==> config.mk <==
export PLATFORM = sky130hd
export DESIGN_NAME = dual_timer_pair
export DESIGN_NICKNAME = d
export VERILOG_FILES = /design/src/rtl/dual_timer_pair_pkg.sv /design/src/rtl/dual_timer_pair_ctrl.sv /design/src/rtl/dual_timer_pair_dp.sv /design/src/rtl/dual_timer_pair.sv
export SDC_FILE = /design/constraint.sdc
export NUM_CORES = 1
export LEC_CHECK = 0
export BUFFER_PORTS_ARGS = -buffer_cell sky130_fd_sc_hd__buf_2
export CORE_UTILIZATION = 55
export CTS_CLUSTER_SIZE = 16
export DETAILED_ROUTE_END_ITERATION = 12
export MAX_ROUTING_LAYER = met4
export PLACE_DENSITY = 0.8
export SLEW_MARGIN = 0
export SYNTH_ARGS = -nofsm -noshare
export SYNTH_HDL_FRONTEND = slang
export SYNTH_SLANG_ARGS = --single-unit
==> constraint.sdc <==
create_clock -name clk -period 2.39 [get_ports clk]
set_input_delay 0.3585 -clock clk [delete_from_list [all_inputs] [get_ports clk]]
set_output_delay 0.3585 -clock clk [all_outputs]
set_load 0.02 [all_outputs]
==> src/rtl/dual_timer_pair_pkg.sv <==
package dual_timer_pair_pkg;
  localparam int NCH = 2;

  typedef enum logic [1:0] {
    MODE_13     = 2'd0,
    MODE_16     = 2'd1,
    MODE_RELOAD = 2'd2,
    MODE_SPLIT  = 2'd3
  } tmrMode_e;

  typedef struct packed {
    logic [NCH-1:0] inc;     // per-channel main count step
    logic           incHi0;  // channel 0 high byte step in split mode
  } tmrStrobe_t;
endpackage

==> src/rtl/dual_timer_pair_ctrl.sv <==
module dual_timer_pair_ctrl
  import dual_timer_pair_pkg::*;
(
  input  logic             clk,
  input  logic             rstN,
  input  logic             tick,
  input  logic [NCH-1:0]   cntPin,
  input  logic [NCH-1:0]   gatePin,
  input  logic [NCH-1:0]   runBit,
  input  logic [NCH-1:0]   extSel,
  input  logic [NCH-1:0]   gateEn,
  input  tmrMode_e         mode0,
  input  tmrMode_e         mode1,
  input  logic [NCH-1:0]   ovfMain,
  input  logic             ovfHi0,
  input  logic [NCH-1:0]   flagClr,
  input  logic [NCH-1:0]   intAck,
  output tmrStrobe_t       strobe,
  output logic [NCH-1:0]   flag,
  output logic             baudStrobe
);
  logic [NCH-1:0] syncA, syncB, syncPrev, pend;
  logic [NCH-1:0] fall, evt, src, gateOk, live, flagSet;
  logic           split0, split1;

  assign split0 = (mode0 == MODE_SPLIT);
  assign split1 = (mode1 == MODE_SPLIT);

  // two-stage synchroniser plus edge history, pins idle high
  always_ff @(posedge clk) begin
    if (!rstN) begin
      syncA    <= '1;
      syncB    <= '1;
      syncPrev <= '1;
      pend     <= '0;
    end else begin
      syncA    <= cntPin;
      syncB    <= syncA;
      syncPrev <= syncB;
      pend     <= (pend | fall) & ~{NCH{tick}};
    end
  end

  assign fall   = syncPrev & ~syncB;
  assign evt    = {NCH{tick}} & (pend | fall);
  assign src    = (extSel & evt) | (~extSel & {NCH{tick}});
  assign gateOk = ~gateEn | gatePin;
  assign live   = runBit & gateOk & src;

  assign strobe.inc    = live & {~split1, 1'b1};
  assign strobe.incHi0 = split0 & tick & runBit[1];

  assign flagSet[0] = ovfMain[0];
  assign flagSet[1] = split0 ? ovfHi0 : ovfMain[1];

  always_ff @(posedge clk) begin
    if (!rstN) begin
      flag       <= '0;
      baudStrobe <= 1'b0;
    end else begin
      flag       <= flagSet | (flag & ~(flagClr | intAck));
      baudStrobe <= ovfMain[1];
    end
  end
endmodule

==> src/rtl/dual_timer_pair_dp.sv <==
module dual_timer_pair_dp
  import dual_timer_pair_pkg::*;
#(
  parameter int BYTE_W = 8,
  parameter int PRE_W  = 5
) (
  input  logic              clk,
  input  logic              rstN,
  input  tmrStrobe_t        strobe,
  input  tmrMode_e          mode0,
  input  tmrMode_e          mode1,
  input  logic              wrEn,
  input  logic [1:0]        wrAddr,
  input  logic [BYTE_W-1:0] wrData,
  output logic [2*BYTE_W-1:0] count0,
  output logic [2*BYTE_W-1:0] count1,
  output logic [NCH-1:0]    ovfMain,
  output logic              ovfHi0
);
  localparam int CW = 2 * BYTE_W;

  logic [NCH-1:0][CW-1:0] cnt;

  for (genvar ch = 0; ch < NCH; ch++) begin : g_ch
    tmrMode_e          m;
    logic [BYTE_W-1:0] lo, hi, loNext, hiNext;
    logic              selCh, wrLo, wrHi, split, stepMain, hiBump, ovf;

    assign m        = (ch == 0) ? mode0 : mode1;
    assign split    = (m == MODE_SPLIT);
    assign selCh    = wrEn && (wrAddr[1] == (ch == 1));
    assign wrLo     = selCh && !wrAddr[0];
    assign wrHi     = selCh && wrAddr[0];
    assign stepMain = strobe.inc[ch] && !(split ? wrLo : (wrLo || wrHi));
    assign hiBump   = (ch == 0) ? (strobe.incHi0 && !wrHi) : 1'b0;

    always_comb begin
      loNext = lo;
      hiNext = hi;
      ovf    = 1'b0;
      if (stepMain) begin
        case (m)
          MODE_13: begin
            loNext[PRE_W-1:0] = lo[PRE_W-1:0] + PRE_W'(1);
            if (&lo[PRE_W-1:0]) begin
              hiNext = hi + BYTE_W'(1);
              ovf    = &hi;
            end
          end
          MODE_16: begin
            {hiNext, loNext} = {hi, lo} + CW'(1);
            ovf              = &{hi, lo};
          end
          MODE_RELOAD: begin
            if (&lo) begin
              loNext = hi;
              ovf    = 1'b1;
            end else begin
              loNext = lo + BYTE_W'(1);
            end
          end
          default: begin
            loNext = lo + BYTE_W'(1);
            ovf    = &lo;
          end
        endcase
      end
      if (hiBump) hiNext = hi + BYTE_W'(1);
      if (wrLo)   loNext = wrData;
      if (wrHi)   hiNext = wrData;
    end

    always_ff @(posedge clk) begin
      if (!rstN) begin
        lo <= '0;
        hi <= '0;
      end else begin
        lo <= loNext;
        hi <= hiNext;
      end
    end

    assign cnt[ch]     = {hi, lo};
    assign ovfMain[ch] = ovf;
  end

  assign ovfHi0 = strobe.incHi0 && !(wrEn && wrAddr == 2'b01) && (&cnt[0][CW-1:BYTE_W]);
  assign count0 = cnt[0];
  assign count1 = cnt[1];
endmodule

==> src/rtl/dual_timer_pair.sv <==
module dual_timer_pair
  import dual_timer_pair_pkg::*;
#(
  parameter int BYTE_W = 8,
  parameter int PRE_W  = 5
) (
  input  logic                clk,
  input  logic                rstN,
  input  logic                tick,
  input  logic [1:0]          cntPin,
  input  logic [1:0]          gatePin,
  input  logic [1:0]          runBit,
  input  logic [1:0]          extSel,
  input  logic [1:0]          gateEn,
  input  logic [1:0]          modeSel0,
  input  logic [1:0]          modeSel1,
  input  logic                wrEn,
  input  logic [1:0]          wrAddr,
  input  logic [BYTE_W-1:0]   wrData,
  input  logic [1:0]          flagClr,
  input  logic [1:0]          intAck,
  output logic [1:0]          flag,
  output logic                baudStrobe,
  output logic [2*BYTE_W-1:0] count0,
  output logic [2*BYTE_W-1:0] count1
);
  tmrStrobe_t     strobe;
  logic [NCH-1:0] ovfMain;
  logic           ovfHi0;
  tmrMode_e       mode0, mode1;

  assign mode0 = tmrMode_e'(modeSel0);
  assign mode1 = tmrMode_e'(modeSel1);

  dual_timer_pair_ctrl u_ctrl (
    .clk(clk), .rstN(rstN), .tick(tick), .cntPin(cntPin), .gatePin(gatePin),
    .runBit(runBit), .extSel(extSel), .gateEn(gateEn), .mode0(mode0), .mode1(mode1),
    .ovfMain(ovfMain), .ovfHi0(ovfHi0), .flagClr(flagClr), .intAck(intAck),
    .strobe(strobe), .flag(flag), .baudStrobe(baudStrobe)
  );

  dual_timer_pair_dp #(.BYTE_W(BYTE_W), .PRE_W(PRE_W)) u_dp (
    .clk(clk), .rstN(rstN), .strobe(strobe), .mode0(mode0), .mode1(mode1),
    .wrEn(wrEn), .wrAddr(wrAddr), .wrData(wrData), .count0(count0), .count1(count1),
    .ovfMain(ovfMain), .ovfHi0(ovfHi0)
  );
endmodule

# Word-level counts from Yosys, hierarchy flattened
# Cells that the tools add are included.
[word_totals]
regBits = 43
elab_cells = 123
[classes]
n_addsub = 8
n_eq_ne = 11
n_mux = 30
bitwise_logic = 23
reduce_logical = 39
[ops]
columns = ["op", "n"]
rows = [
  ["$mux W8", 13],
  ["$add A16 B1 Y16 const B", 2],
  ["$add A8 B1 Y8 const B", 4],
  ["$pmux W8 S2", 2],
  ["$reduce_and A16 Y1", 2],
  ["$reduce_and A8 Y1", 4],
  ["$pmux W5 S3", 2],
  ["$and A2 B2 Y2", 9],
  ["$pmux W3 S3", 2],
  ["$logic_and A1 B1 Y1", 12],
  ["$add A5 B1 Y5 const B", 2],
  ["$not A2 Y2", 5],
  ["$or A2 B2 Y2", 5],
  ["$reduce_and A5 Y1", 2],
  ["$mux W1", 9],
  ["$eq A2 B2 Y1 const B", 4],
  ["$eq A2 B1 Y1 const B", 3],
  ["$pmux W1 S3", 2],
  ["$reduce_and A3 Y1", 2],
  ["$reduce_bool A2 Y1", 3],
  ["$reduce_bool A3 Y1", 2],
  ["$logic_not A1 Y1", 5],
  ["$logic_not A2 Y1", 2],
  ["$ne A2 B1 Y1 const B", 2],
  ["7 further kinds", 11],
]

# Logic depth before layout (Yosys ltp)
[depth]
depth_word = 12
mapped_depth = 9
ltp_nobuf = 8

# Modules after synthesis
# Synthesis repeated with hierarchy kept, for this count alone.
[hier_totals]
cells_unflattened = 408
area_unflattened_um2 = 3156.8
[by_module_without_submodules]
columns = ["mod", "area_each_um2", "seq_area_each_um2", "n_inst", "cells_per_inst"]
rows = [
  ["dual_timer_pair_dp", 2778.9, 640.6, 1, 368],
  ["dual_timer_pair_ctrl", 377.9, 220.2, 1, 40],
]

# Least setup slack after synthesis
# Ideal clock, no wire load.
[synth_path]
kind = "register to register"
from = "reg u_dp.g_ch[0].lo[0]"
to = "reg u_dp.g_ch[0].hi[7]"
t_arrival_ns = 2.198
path_stages_with_launch = 10
setup_time_ns = 0.074
path_slack_ns = 0.118
required_time_ns = 2.316
cell_sequence = "dfxtp_1 ha_1 and3_1 ha_1 mux2_4 o21ai_2 o21ba_4 buf_6 or4_1 a31oi_1"
[synth_via]
elab_chain_len = 5
word_cells_on_any_way = 8
[synth_rtl]
columns = ["item", "line", "text"]
rows = [
  ["start: declaration", "dual_timer_pair_dp.sv:26", "logic [BYTE_W-1:0] lo, hi, loNext, hiNext;"],
  ["start signal: assignment", "dual_timer_pair_dp.sv:78", "lo <= loNext;"],
  ["$add A16 B1 Y16", "dual_timer_pair_dp.sv:51", "{hiNext, loNext} = {hi, lo} + CW'(1);"],
  ["$pmux W8 S2", "dual_timer_pair_dp.sv:42", "case (m)"],
  ["$mux W8", "dual_timer_pair_dp.sv:41", "if (stepMain) begin"],
  ["$mux W8", "dual_timer_pair_dp.sv:68", "if (hiBump) hiNext = hi + BYTE_W'(1);"],
  ["$mux W8", "dual_timer_pair_dp.sv:70", "if (wrHi) hiNext = wrData;"],
  ["end signal: assignment", "dual_timer_pair_dp.sv:79", "hi <= hiNext;"],
  ["end: declaration", "dual_timer_pair_dp.sv:26", ""],
]
# Several ways; a longest one is shown, not always the timed one. The select of a mux whose other input is x is not followed.
# A chain may end at the register's enable or synchronous reset.

# Final worst setup path
[layout_path]
from = "reg u_dp.g_ch[1].lo[0]"
to = "reg u_dp.g_ch[1].hi[0]"
[layout_via]
elab_chain_len = 4
word_cells_on_any_way = 7
[layout_rtl]
columns = ["item", "line"]
rows = [
  ["start: declaration", "dual_timer_pair_dp.sv:26"],
  ["start signal: assignment", "dual_timer_pair_dp.sv:78"],
  ["$add A16 B1 Y16", "dual_timer_pair_dp.sv:51"],
  ["$pmux W8 S2", "dual_timer_pair_dp.sv:42"],
  ["$mux W8", "dual_timer_pair_dp.sv:41"],
  ["$mux W8", "dual_timer_pair_dp.sv:70"],
  ["end signal: assignment", "dual_timer_pair_dp.sv:79"],
  ["end: declaration", "dual_timer_pair_dp.sv:26"],
]
# Several ways; a longest one is shown, not always the timed one. The select of a mux whose other input is x is not followed.

==> results by group <==
Cells and area
  • Share of cells above drive strength 1: 0.241
  • Layout Nets: 511
  • Final Non-Filler Cells: 537
  • FF/Latch Area: 861 um^2
  • N_diodes: 0
  • P&R area growth vs syn: 18.8%
  • Area of the multi-input gates: 2130 um^2
  • Filler Cell Count: 468
  • Final Util: 0.675

Drt
  • Via count: 3577
  • Initial DRT Pass Iterations: 5
  • Antenna viol nets, final: 0
  • Drt total wl: 10.1 mm
  • DR iter-0 viols: 333
  • Avg WL per Cell: 18.7 um
  • DRC viols: 0
  • Via-to-Cell Ratio: 6.66

CTS
  • # clock sinks: 43
  • CTS Buf Count: 5
  • Reg clk slew, reported paths: 0.09 ns
  • CTS max path bufs: 2
  • CTS tree: built
  • H-tree lvl count: 2
  • Worst-Skew Late Latency: 0.29 ns
  • Root buf cell: clkbuf_8
  • Hold_buf cts: 0

Synth
  • Asr flop ratio synth: 0
  • Multiplexer share of the synthesized area: 0.0216
  • Sequential share of the synthesized area: 0.275
  • Synth Flop Type: dfxtp_1
  • Post-Synth XOR/XNOR Area: 0.0196
  • Mapped Cells: 389
  • Largest family of logic cells by synthesized area: simple AND/OR/NAND/NOR gates
  • #FFs+latches synth: 43
  • Post-Synth Adder-Cell Area: 0.0600
  • Post-synth EDFFs: 0
  • Compound-Gate Fraction of Synth Area: 0.290
  • Syn_nets: 436
  • Synth unique cells: 68
  • Avg Synthesized Cell Area: 8.04 um^2
  • Post-Synth Simple-Gate Area: 0.291
  • Synthesized area: 3130 um^2
  • Yosys warns: 0

Timing
  • Final hold slack: 0.249 ns
  • Final worst path period share: 0.950
  • Worst Slack Setup Final: 0.121 ns
  • Final setup fails: 0
  • Setup TNS: 0 ns
  • RSZ-0062 raised after global routing: false
  • Final min period: 2.27 ns
  • Clock skew: 0.00458 ns
  • Slew @ Worst Pin: 0.644 ns
  • Final Hold Vio Count: 0
  • Max Slew Vio Count: 0
  • Max-slew headroom: 0.566
  • FMAX: 0.441 GHz

Global routing
  • All-Layer GR Usage: 0.350
  • First-pass GRT wire length: 16.2 mm
  • Initial antenna violation count: 0
  • Pin count of the biggest net entering global routing: 27
  • Vias in the first global route: 3410
  • Gr ovfl total: 0

Placement
  • PortBufs: 66
  • Final Wtd Congestion: 1.01
  • Pre-CTS setup slack: 0.108 ns
  • DP Wirelength: 7.50 mm
  • # placed instances: 529

Pwr
  • Gate power share: 0.220
  • Sw frac: 0.314
  • Internal: 1.16 mW
  • Pwr Density: 455 nW/um^2
  • Leakage power: 1.48 nW
  • Sequential Power Share: 0.473
  • Clock power share: 0.307
  • Switching power: 0.530 mW
  • Maximum vdd drop: 0.000285 V

Floorplan
  • DIE HEIGHT: 77.4 um
  • Starting Density: 0.568
  • Die Wd: 77.4 um
  • Core ar.: 5510 um^2
  • Die footprint: 5990 um^2
  • # IOs: 67
  • Placement Rows: 27

Worst setup path
  • Worst Setup SP: u_dp.g_ch[1].lo[0]
  • RR Startpoint: u_dp.g_ch[1].lo[0]
  • Kind of critical path: reg -> reg
  • Critical path arrival: 2.47 ns
  • Register-to-Register Setup Slack: 0.12 ns
  • Crit path launch type: flip-flop
  • Critical Path Sink: u_dp.g_ch[1].hi[0]
  • Worst r2r dst: u_dp.g_ch[1].hi[0]
  • CP Data Required Time: 2.59 ns
  • CP Max Fanout: 6
  • Worst setup EP type: flip-flop
  • R2R depth: 8

Worst hold path
  • Hold Crit Class: in -> reg
  • Hold Path Origin: cntPin[1]

Run
  • Max cap viols: 0

Outcome
  • Status: completed
metal layers:
layer,global-route usage,vias up,share of wire
li1,-,1661,-
met1,0.399,1673,0.39
met2,0.603,212,0.48
met3,0.0541,31,0.090
met4,0.158,0,0.039
met5,-,-,0
what timing repair did:
item / in CTS / in global routing
setup endpoints to repair: 0 / 3
gates resized for setup: 0 / 1
buffers inserted: 0 / 0
hold endpoints to repair: 0 / 0
cell usage after synthesis, drive strengths merged (5+ instances only):
cell type / number / share of area
nand2: 33 / 0.041
and3: 13 / 0.026
nand3: 20 / 0.032
nor2: 20 / 0.025
and2: 6 / 0.012
o211ai: 8 / 0.019
nand4: 14 / 0.030
a211oi: 5 / 0.012
inv: 14 / 0.017
a21oi: 17 / 0.027
ha: 15 / 0.060
a22oi: 6 / 0.014
a31oi: 13 / 0.026
dfxtp: 43 / 0.28
and4: 7 / 0.020
o21ai: 26 / 0.044
a221oi: 13 / 0.036
nand3b: 5 / 0.012
buf: 7 / 0.013
nor3: 10 / 0.016
clkbuf: 10 / 0.012
nand2b: 12 / 0.026
power groups by stage:
stage	Clock [mW]	Sequential [mW]	Combinational, mW
floorplan	0	0.838	0.195
global placement	0	0.811	0.357
detailed placement	0	0.813	0.365
CTS	0.523	0.796	0.367
global route	0.547	0.803	0.403
finish	0.518	0.799	0.372
through the flow:
| step | instance area (um^2) | power [mW] |
|---|---|---|
| after global routing | 3710 | 1.75 |
| after CTS | 3710 | 1.69 |
| final | 3710 | 1.69 |
| after global placement | 3610 | 1.17 |
| after floorplan | 3130 | 1.03 |
| after detailed placement | 3610 | 1.18 |
cells in the final DEF (no fill, tap or decap), drive strengths merged, types with 7 or more instances in the layout:
cell and instances:
buf 85, dfxtp 43, nand2 33, o21ai 26, nand3 20, nor2 20, a21oi 17, ha 15
inv 14, nand4 14, and3 13, a221oi 13, a31oi 13, nand2b 12, nor3 10, o211ai 8
clkbuf 8, and4 7
worst min-delay path by stage:
stage	slack, ns	endpoint	cells past startpoint
after floorplan	0.39	u_ctrl.syncB[0]	1
after global placement	0.39	u_ctrl.syncB[0]	1
after detailed placement	0.41	u_ctrl.syncB[1]	1
after CTS	0.24	u_ctrl.syncA[1]	2
after global routing	0.25	u_ctrl.syncA[1]	2
final	0.25	u_ctrl.syncA[1]	2
logic make-up (layout without fill, tap and decap cells):
group	after synthesis	count (layout)
AO/OA/AOI/OAI	126	126
flip-flops	43	43
buffers and inverters	32	108
adder cells (fa/ha/maj)	15	15
multiplexers	6	6
XOR/XNOR	7	7
AND/OR/NAND/NOR	160	160
state kept, by name (all words and copies together) (netlist names):
register / count
u_dp.g_ch.hi: 16
u_dp.g_ch.lo: 16
u_ctrl.flag: 2
u_ctrl.pend: 2
u_ctrl.syncA: 2
u_ctrl.syncB: 2
u_ctrl.syncPrev: 2
u_ctrl.baudStrobe: 1
cell type report:
cell class | instances | area share
Clock buffer | 8 | 0.0269
Tap cell | 72 | 0.0243
Sequential cell | 43 | 0.232
Multi-Input combinational cell | 314 | 0.575
Timing Repair Buffer | 85 | 0.127
Inverter | 15 | 0.0152
critical path: stages (launching register included):
cell,delay (ns)
dfxtp_1,0.36
ha_2,0.23
and3_1,0.18
ha_1,0.18
mux2_2,0.28
and4_1,0.26
nand2_2,0.12
mux2_1,0.33
a221oi_1,0.24
No activity file was read; power rests on OpenSTA's default activity.
